File: config.mk
export PLATFORM = sky130hd
export DESIGN_NAME = fcfg_top
export DESIGN_NICKNAME = d
export VERILOG_FILES = /design/src/rtl/fcfg_pkg.sv /design/src/rtl/fcfg_ctl.sv /design/src/rtl/fcfg_satcnt.sv /design/src/rtl/fcfg_dp.sv /design/src/rtl/fcfg_top.sv
export SDC_FILE = /design/constraint.sdc
export NUM_CORES = 1
export LEC_CHECK = 0
export CAP_MARGIN = 40
export CELL_PAD_IN_SITES_DETAIL_PLACEMENT = 2
export CELL_PAD_IN_SITES_GLOBAL_PLACEMENT = 2
export CORE_ASPECT_RATIO = 0.7
export CORE_MARGIN = 2
export CORE_UTILIZATION = 28
export DETAILED_ROUTE_END_ITERATION = 7
export GPL_ROUTABILITY_DRIVEN = 0
export PLACE_DENSITY_LB_ADDON = 0.25
export REMOVE_ABC_BUFFERS = 1
export SLEW_MARGIN = 5
export SYNTH_ARGS = -nofsm -noshare
export SYNTH_HDL_FRONTEND = slang
export SYNTH_SLANG_ARGS = --single-unit
File: constraint.sdc
create_clock -name clk -period 2 [get_ports clk]
set_input_delay 0.4 -clock clk [delete_from_list [all_inputs] [get_ports clk]]
set_output_delay 0.4 -clock clk [all_outputs]
set_load 0.005 [all_outputs]
File: src/rtl/fcfg_pkg.sv
package fcfg_pkg;

  typedef enum logic [2:0] {
    RD_NONE,
    RD_CTRL,
    RD_STAT,
    RD_HIT,
    RD_ACC
  } rdSel_e;

  typedef struct packed {
    logic   wrCtrl;
    logic   clrHit;
    logic   clrAcc;
    rdSel_e rdSel;
  } strobes_t;

  localparam int CTRL_W = 12;
  localparam logic [CTRL_W-1:0] CTRL_RESET = 12'h083;
  localparam logic [CTRL_W-1:0] CTRL_MASK  = 12'hFFB;

  localparam int BIT_EN_SEC = 0;
  localparam int BIT_EN_NS  = 1;
  localparam int BIT_PWRDN  = 3;
  localparam int BIT_SPLIT  = 9;

  localparam int OFS_CTRL = 'h00;
  localparam int OFS_STAT = 'h04;
  localparam int OFS_HIT  = 'h08;
  localparam int OFS_ACC  = 'h0C;

endpackage

File: src/rtl/fcfg_ctl.sv
module fcfg_ctl
  import fcfg_pkg::*;
#(
  parameter int ADDR_W = 5
) (
  input  logic              busSel,
  input  logic              busWrite,
  input  logic              busSecure,
  input  logic [ADDR_W-1:0] busAddr,
  output strobes_t          strb
);

  localparam logic [ADDR_W-1:0] A_CTRL = ADDR_W'(OFS_CTRL);
  localparam logic [ADDR_W-1:0] A_STAT = ADDR_W'(OFS_STAT);
  localparam logic [ADDR_W-1:0] A_HIT  = ADDR_W'(OFS_HIT);
  localparam logic [ADDR_W-1:0] A_ACC  = ADDR_W'(OFS_ACC);

  always_comb begin
    strb       = '0;
    strb.rdSel = RD_NONE;
    if (busSel) begin
      unique case (busAddr)
        A_CTRL: begin
          strb.rdSel  = RD_CTRL;
          strb.wrCtrl = busWrite && busSecure;
        end
        A_STAT: strb.rdSel = RD_STAT;
        A_HIT: begin
          strb.rdSel  = RD_HIT;
          strb.clrHit = busWrite;
        end
        A_ACC: begin
          strb.rdSel  = RD_ACC;
          strb.clrAcc = busWrite;
        end
        default: strb.rdSel = RD_NONE;
      endcase
    end
  end

endmodule

File: src/rtl/fcfg_satcnt.sv
module fcfg_satcnt #(
  parameter int CNT_W = 32
) (
  input  logic             clk,
  input  logic             rstN,
  input  logic             clr,
  input  logic             inc,
  output logic [CNT_W-1:0] cnt
);

  localparam logic [CNT_W-1:0] CNT_MAX = '1;

  always_ff @(posedge clk or negedge rstN) begin
    if (!rstN) begin
      cnt <= '0;
    end else if (clr) begin
      cnt <= '0;
    end else if (inc && (cnt != CNT_MAX)) begin
      cnt <= cnt + 1'b1;
    end
  end

  AST_SAT_HOLD: assert property (@(posedge clk) disable iff (!rstN)
    (cnt == CNT_MAX && !clr) |=> (cnt == CNT_MAX));

  AST_STEP_ONE: assert property (@(posedge clk) disable iff (!rstN)
    (inc && !clr && cnt != CNT_MAX) |=> (cnt == $past(cnt) + 1'b1));

  AST_CLEAR_WINS: assert property (@(posedge clk) disable iff (!rstN)
    clr |=> (cnt == '0));

endmodule

File: src/rtl/fcfg_dp.sv
module fcfg_dp
  import fcfg_pkg::*;
#(
  parameter int DATA_W = 32,
  parameter int CNT_W  = 32
) (
  input  logic              clk,
  input  logic              rstN,
  input  strobes_t          strb,
  input  logic [DATA_W-1:0] busWdata,
  output logic [DATA_W-1:0] busRdata,
  input  logic              hitPulse,
  input  logic              accPulse,
  input  logic              fifoFull,
  input  logic              fifoEmpty,
  input  logic              accSecure,
  output logic [CTRL_W-1:0] ctrlWord,
  output logic [1:0]        wayMask
);

  logic [CTRL_W-1:0] ctrlReg;
  logic [CTRL_W-1:0] ctrlNext;
  logic [CNT_W-1:0]  hitCnt;
  logic [CNT_W-1:0]  accCnt;
  logic              unusedHi;

  assign unusedHi = ^busWdata[DATA_W-1:CTRL_W];

  always_comb begin
    ctrlNext = busWdata[CTRL_W-1:0] & CTRL_MASK;
    if (ctrlNext[BIT_PWRDN]) begin
      ctrlNext[BIT_EN_SEC] = 1'b0;
      ctrlNext[BIT_EN_NS]  = 1'b0;
    end
  end

  always_ff @(posedge clk or negedge rstN) begin
    if (!rstN) begin
      ctrlReg <= CTRL_RESET;
    end else if (strb.wrCtrl) begin
      ctrlReg <= ctrlNext;
    end
  end

  fcfg_satcnt #(.CNT_W(CNT_W)) i_hitCnt (
    .clk  (clk),
    .rstN (rstN),
    .clr  (strb.clrHit),
    .inc  (hitPulse),
    .cnt  (hitCnt)
  );

  fcfg_satcnt #(.CNT_W(CNT_W)) i_accCnt (
    .clk  (clk),
    .rstN (rstN),
    .clr  (strb.clrAcc),
    .inc  (accPulse),
    .cnt  (accCnt)
  );

  always_comb begin
    unique case (strb.rdSel)
      RD_CTRL: busRdata = DATA_W'(ctrlReg);
      RD_STAT: busRdata = DATA_W'({fifoFull, fifoEmpty, 1'b0});
      RD_HIT:  busRdata = DATA_W'(hitCnt);
      RD_ACC:  busRdata = DATA_W'(accCnt);
      default: busRdata = '0;
    endcase
  end

  assign ctrlWord = ctrlReg;
  assign wayMask  = ctrlReg[BIT_SPLIT] ? (accSecure ? 2'b01 : 2'b10) : 2'b11;

  AST_STAT_UPPER_ZERO: assert property (@(posedge clk) disable iff (!rstN)
    (strb.rdSel == RD_STAT) |-> (busRdata[DATA_W-1:3] == '0 && !busRdata[0]));

endmodule

File: src/rtl/fcfg_top.sv
module fcfg_top
  import fcfg_pkg::*;
#(
  parameter int ADDR_W = 5,
  parameter int DATA_W = 32,
  parameter int CNT_W  = 32
) (
  input  logic              clk,
  input  logic              rstN,
  input  logic              busSel,
  input  logic              busWrite,
  input  logic              busSecure,
  input  logic [ADDR_W-1:0] busAddr,
  input  logic [DATA_W-1:0] busWdata,
  output logic [DATA_W-1:0] busRdata,
  input  logic              hitPulse,
  input  logic              accPulse,
  input  logic              fifoFull,
  input  logic              fifoEmpty,
  input  logic              accSecure,
  output logic [11:0]       ctrlWord,
  output logic [1:0]        wayMask
);

  strobes_t strb;

  fcfg_ctl #(.ADDR_W(ADDR_W)) i_ctl (
    .busSel    (busSel),
    .busWrite  (busWrite),
    .busSecure (busSecure),
    .busAddr   (busAddr),
    .strb      (strb)
  );

  fcfg_dp #(.DATA_W(DATA_W), .CNT_W(CNT_W)) i_dp (
    .clk       (clk),
    .rstN      (rstN),
    .strb      (strb),
    .busWdata  (busWdata),
    .busRdata  (busRdata),
    .hitPulse  (hitPulse),
    .accPulse  (accPulse),
    .fifoFull  (fifoFull),
    .fifoEmpty (fifoEmpty),
    .accSecure (accSecure),
    .ctrlWord  (ctrlWord),
    .wayMask   (wayMask)
  );

  AST_NS_CTRL_IGNORED: assert property (@(posedge clk) disable iff (!rstN)
    (busSel && busWrite && !busSecure) |=> $stable(ctrlWord));

  AST_PWRDN_NO_ENABLE: assert property (@(posedge clk) disable iff (!rstN)
    ctrlWord[3] |-> (ctrlWord[1:0] == 2'b00));

  AST_SPLIT_ONE_WAY: assert property (@(posedge clk) disable iff (!rstN)
    ctrlWord[9] |-> ($countones(wayMask) == 1));

  AST_CTRL_BIT2_ZERO: assert property (@(posedge clk) disable iff (!rstN)
    (busSel && !busWrite && busAddr == '0) |-> !busRdata[2]);

endmodule

* Word-level counts from Yosys, hierarchy flattened
Index checks and enable logic that the tools add are counted.
Operators by class: add/subtract/negate cells 2, eq/ne operators 9, mux-type cells 13, reductions and logical operators 6
Operators by type and width (number):
- 32-bit two-way mux | 4
- 32-bit one-hot mux with 4 select lines | 1
- 32-bit by 1-bit adder with 32-bit output (second input constant) | 2
- 32-bit != test (second input constant) | 2
- 3-bit one-hot mux with 4 select lines | 1
- 5-bit by 4-bit equality test with 1-bit output (second input constant) | 2
- 3-bit by 2-bit equality test with 1-bit output (second input constant) | 2
- 2-bit two-way mux | 3
- 6-bit two-way mux | 1
- 5-bit by 3-bit equality test with 1-bit output (second input constant) | 1
- 5-bit zero test | 1
- 2-bit nonzero test | 2
- 3-bit by 1-bit equality test with 1-bit output (second input constant) | 1
- 3-bit equality test (second input constant) | 1
- 1-bit logical AND | 3
- 1-bit two-way mux | 3
Storage, ports and cells: register bits after elaboration 75, output and inout port bits 46

* Longest topological paths before layout
Gate-level depths: netlist of run 1.
depth after elaboration 5, mapped depth 8

* Hierarchy
A second synthesis of run 1 with hierarchy kept.
Second synthesis, totals: cell total of the unflattened synthesis 498, area total of the unflattened synthesis 4810.9 um2
Modules (own cells, without submodules):
- fcfg_satcnt | instances 2, cells each 198, area an instance 1854.3 um2, seq. area each 800.8 um2
- fcfg_dp | instances 1, cells each 89, area an instance 1021.0 um2, seq. area each 279.0 um2
- fcfg_ctl | instances 1, cells each 13, area an instance 81.3 um2, seq. area each 0.0 um2

* Worst setup path after synthesis of run 1
Ideal clock, no wire load.
kind input to output, start point in busAddr[1], end point out busRdata[12], data arrival time 1711 ps, data required time 1600 ps, slack -111 ps, cell stages on the path 4, buffers on the path 1, path through or4b_1 nor3b_2 clkbuf_1 a22o_1
On the way: longest elaborated chain between the ends 5, elaborated cells on any way between the ends 11, those cells by class 7 x eq/ne; 3 x mux; 1 x reduce/logical
Ends and longest elaborated chain:
- from (decl) | RTL line fcfg_top.sv:13 | input logic [ADDR_W-1:0] busAddr,
- 5-bit by 4-bit equality test with 1-bit output (tied with other cells) | RTL line fcfg_ctl.sv:22 | unique case (busAddr)
- 3-bit one-hot mux with 4 select lines * | RTL line fcfg_ctl.sv:22
- 6-bit two-way mux * | RTL line fcfg_ctl.sv:21 | if (busSel) begin
- 3-bit equality test (tied with other cells) | RTL line fcfg_dp.sv:62 | unique case (strb.rdSel)
- 32-bit one-hot mux with 4 select lines * | RTL line fcfg_dp.sv:62
- to (decl) | RTL line fcfg_top.sv:15 | output logic [DATA_W-1:0] busRdata,
Mark *: on every way between the ends. The rest lies on a longest branch, timed or not.

* Worst setup path after layout of run 1
start point in busAddr[1], end point out busRdata[14]
Same word-level chain as after synthesis.

==> results of run 1 <==
[final timing paths]
kind                       depth (start not counted)                                end
setup / recovery                                   8                       busRdata[14]
max in group asynchronous                          2       i_dp.ctrlWord[1]$_DFFE_PN1P_
hold reg to reg                                    2       i_dp.ctrlWord[0]$_DFFE_PN1P_
setup reg to reg                                   9  i_dp.i_hitCnt.cnt[27]$_DFFE_PN0P_
min in group clk                                   2       i_dp.ctrlWord[0]$_DFFE_PN1P_
hold / removal                                     1  i_dp.i_hitCnt.cnt[27]$_DFFE_PN0P_
[state kept, by name (all words and copies together) (netlist names)]
| register | cells |
|---|---|
| i_dp.i_hitCnt.cnt | 32 |
| i_dp.i_accCnt.cnt | 32 |
| i_dp.ctrlWord | 11 |
[metrics by stage]
step           hold WS (ns)  TNS, ns  cells  setup WS, ns
2_1_floorplan         0.104   -37.38    480        -0.979
3_3_place_gp          0.383   -47.39    892        -0.929
3_5_place_dp          0.393   -51.19    892        -0.974
4_1_cts              0.0147   -13.36    943        -0.378
5_1_grt              0.0226   -16.67    955        -0.408
6_report           0.000747   -14.41    955        -0.377
[worst max-delay path, cell delays in order]
cell and delay, ns:
buf_6 0.09, or4b_4 0.56, nor3b_4 0.26, buf_12 0.14
buf_8 0.11, buf_12 0.12, a22o_1 0.15, buf_2 0.13
[cell type report]
type	instances	area (µm²)
timing repair buffer	234	2300
tap	225	282
fill	1622	8180
clock buffer	10	229
multi-input combinational	396	3130
inverter	10	37.5
clock inverter	5	103
sequential	75	1890
[layer usage]
layer	vias up	global-route usage, %
li1	2344	-
met1	2889	35.6
met2	135	47.4
met3	53	4.93
met4	0	9.79
met5	-	0
[power by group through the flow]
stage               logic, W  registers [W]  clock network [W]
floorplan           0.000355        0.00187                  0
global placement    0.000967        0.00185                  0
detailed placement   0.00104        0.00186                  0
CTS                  0.00124        0.00185            0.00193
global route         0.00160        0.00192            0.00200
finish               0.00152        0.00190            0.00193
[layout by cell type, fill, tap and decap left out, types with 5 or more instances in the layout]
cell type          n
buf_16            10
or4_4             10
nor2_1            30
o21ai_2            6
and4_1             5
o21ai_4            7
xnor2_1            6
buf_6             10
and2_1             6
buf_8              7
inv_1             10
clkbuf_16          9
mux2_2            10
dfrtp_1           61
a21oi_2           23
mux2i_1            6
o211ai_1           8
buf_4            127
nand4_1           20
or4_1              7
a22o_1            20
or3_1             21
a21oi_1           27
or3_4             13
nand2_1           37
dfrtp_2           11
o21ai_0           22
clkdlybuf4s50_1   36
nand3_1           23
buf_2             21
buf_12            16
and3_1             8
[repair_timing]
item,4_1_cts,5_1_grt
resized for setup,198,120
pin swaps,25,62
cloned,12,0
setup endpoints to repair,80,84
setup buffers,26,16
[cell families after synthesis]
family                     Yosys count  synth area share (%)
and+or+nand+nor                    223                  27.6
AOI/OAI and AO/OA                  136                  18.8
DFF                                 75                  41.1
buffers and inverters               39                  4.43
muxes                               23                  5.57
xor gates and xnor gates            10                  1.91
adders and majority gates            2                 0.546
other                                1                0.0819
==> flow_metrics.py, run 1 <==
metrics = {
    "pwr": {
        "p_int_w": 0.00364,
        "p_seq_share_pct": 35.5,
        "pwr-share-comb_pct": 28.4,
        "netSwitchingFraction_pct": 32.0,
        "power.density_mw_per_mm2": 671,
        "peakVddDrop_v": 0.000514,
        "clock_power_share_pct": 36.1,
        "total_power_w": 0.00535,
        "leakagePower_nw": 3.36,
        "p_sw_w": 0.00171,
    },
    "sta": {
        "setup_violations": 63,
        "slew_headroom_pct": 63.6,
        "worst_pin_slew_ns": 0.544,
        "hold_viol_final": 0,
        "post-route-min-period_ns": 2.38,
        "post-route-period-util_pct": 119,
        "rsz0062_at_grt": "yes",
        "finClkSkew_ns": 0.0182,
        "fin_ws_ns": -0.377,
        "slew_violations": 0,
        "clock.fmax_mhz": 421,
    },
    "detailed_routing": {
        "wl_met3_um": 1230,
        "routedWlPerCell_um": 29.2,
        "ant_nets": 0,
        "num_vias": 5421,
        "avgViaCountPerCell": 5.68,
        "routed_wl_um": 27900,
        "first_pass_iters": 4,
        "wl_met1_um": 11700,
        "dr.max_layer_used": "met4",
        "initialDrtViolationCount": 330,
        "drc": 0,
        "dr_wl_met2_um": 14300,
    },
    "critical_path": {
        "cp-startpoint": "busAddr[1]",
        "path_class": "input pin to output port",
        "crit_required_ns": 1.60,
        "startpoint_type": "input pin",
        "end_kind": "output port",
        "rrSetupSlack_ns": -0.26,
        "critPathArrivalTime_ns": 1.98,
        "timing.rr.start": "i_dp.i_hitCnt.cnt[1]$_DFFE_PN0P_",
        "cp_max_fo": 6,
    },
    "layout": {
        "final_util_pct": 49.4,
        "synthToLayoutAreaGrowth_pct": 74.1,
        "drive_above_1_share_pct": 48.4,
        "fin_nets": 775,
        "stdcell_area_mm2": 0.00797,
        "num_antenna_cells": 0,
    },
    "cts": {
        "clk_path_buf_depth": 2,
        "cts_num_sinks": 75,
        "ctsHoldBuffers": 0,
        "cts_root_buf": "clkbuf_16",
        "worst_skew_pair.late_latency_ns": 0.36,
        "cts_max_level": 3,
        "cts-buffers-inserted": 9,
        "path_clk_slew_ns": 0.07,
        "cts_tree": "done",
    },
    "status": {
        "violations": "setup timing",
        "status": "finished with violations",
    },
    "placement": {
        "hpwl_um": 14900,
        "dpl-instance-area_mm2": 0.00640,
        "portBuffers": 70,
    },
    "logic_synthesis": {
        "yosys.cell_types.count": 58,
        "ys_ff_latch": 75,
        "synth_cells": 509,
        "yosys.area.top_type": "dfrtp_1",
        "synthTopCellsByCount": "dfrtp_1 (72), a21oi_1 (52), nand2_1 (42), nor2_1 (37), o21ai_0 (35)",
        "synth-edff-count": 0,
        "synth.most_common_cell": "dfrtp_1",
        "yosys-top-cells-area": "dfrtp_1 (39%), a21oi_1 (5.7%), or3_1 (4.4%), a22o_1 (3.8%), o21ai_0 (3.8%)",
        "synthFlopType": "dfrtp_1",
        "yosys_warnings": 0,
        "syn_area_per_cell_um2": 9.00,
        "async_flop_share_pct": 100,
        "synthesis.area_mm2": 0.00458,
        "synth_seq_area_share_pct": 41.1,
        "synth_top_cell_area_share_pct": 39.3,
    },
    "grt": {
        "grt_pass1_vias": 6040,
        "grt_max_degree": 32,
        "grt_overflow_total": 0,
        "antenna_found_initial": 0,
        "grt_pass1_wl_um": 36600,
        "grt_util_all_layers_pct": 27.9,
    },
    "floorplan": {
        "die_x_um": 157,
        "design.die.area_mm2": 0.0174,
        "dieHeight_um": 111,
        "core-area_mm2": 0.0162,
        "start_util_pct": 28.4,
        "boundaryPins": 93,
        "rows": 39,
    },
    "flow_run": {
        "maxCapViolations": 0,
    },
    "worst_hold_path": {
        "hold_path_class": "input pin to async pin",
    },
}
(Power assumes the default switching activity.)
==> run 2, diff against run 1 <==
CAP_MARGIN = 20   (was 40)
==> results of run 2 <==
Final layout, timing and power as in run 1 (identical DEF).
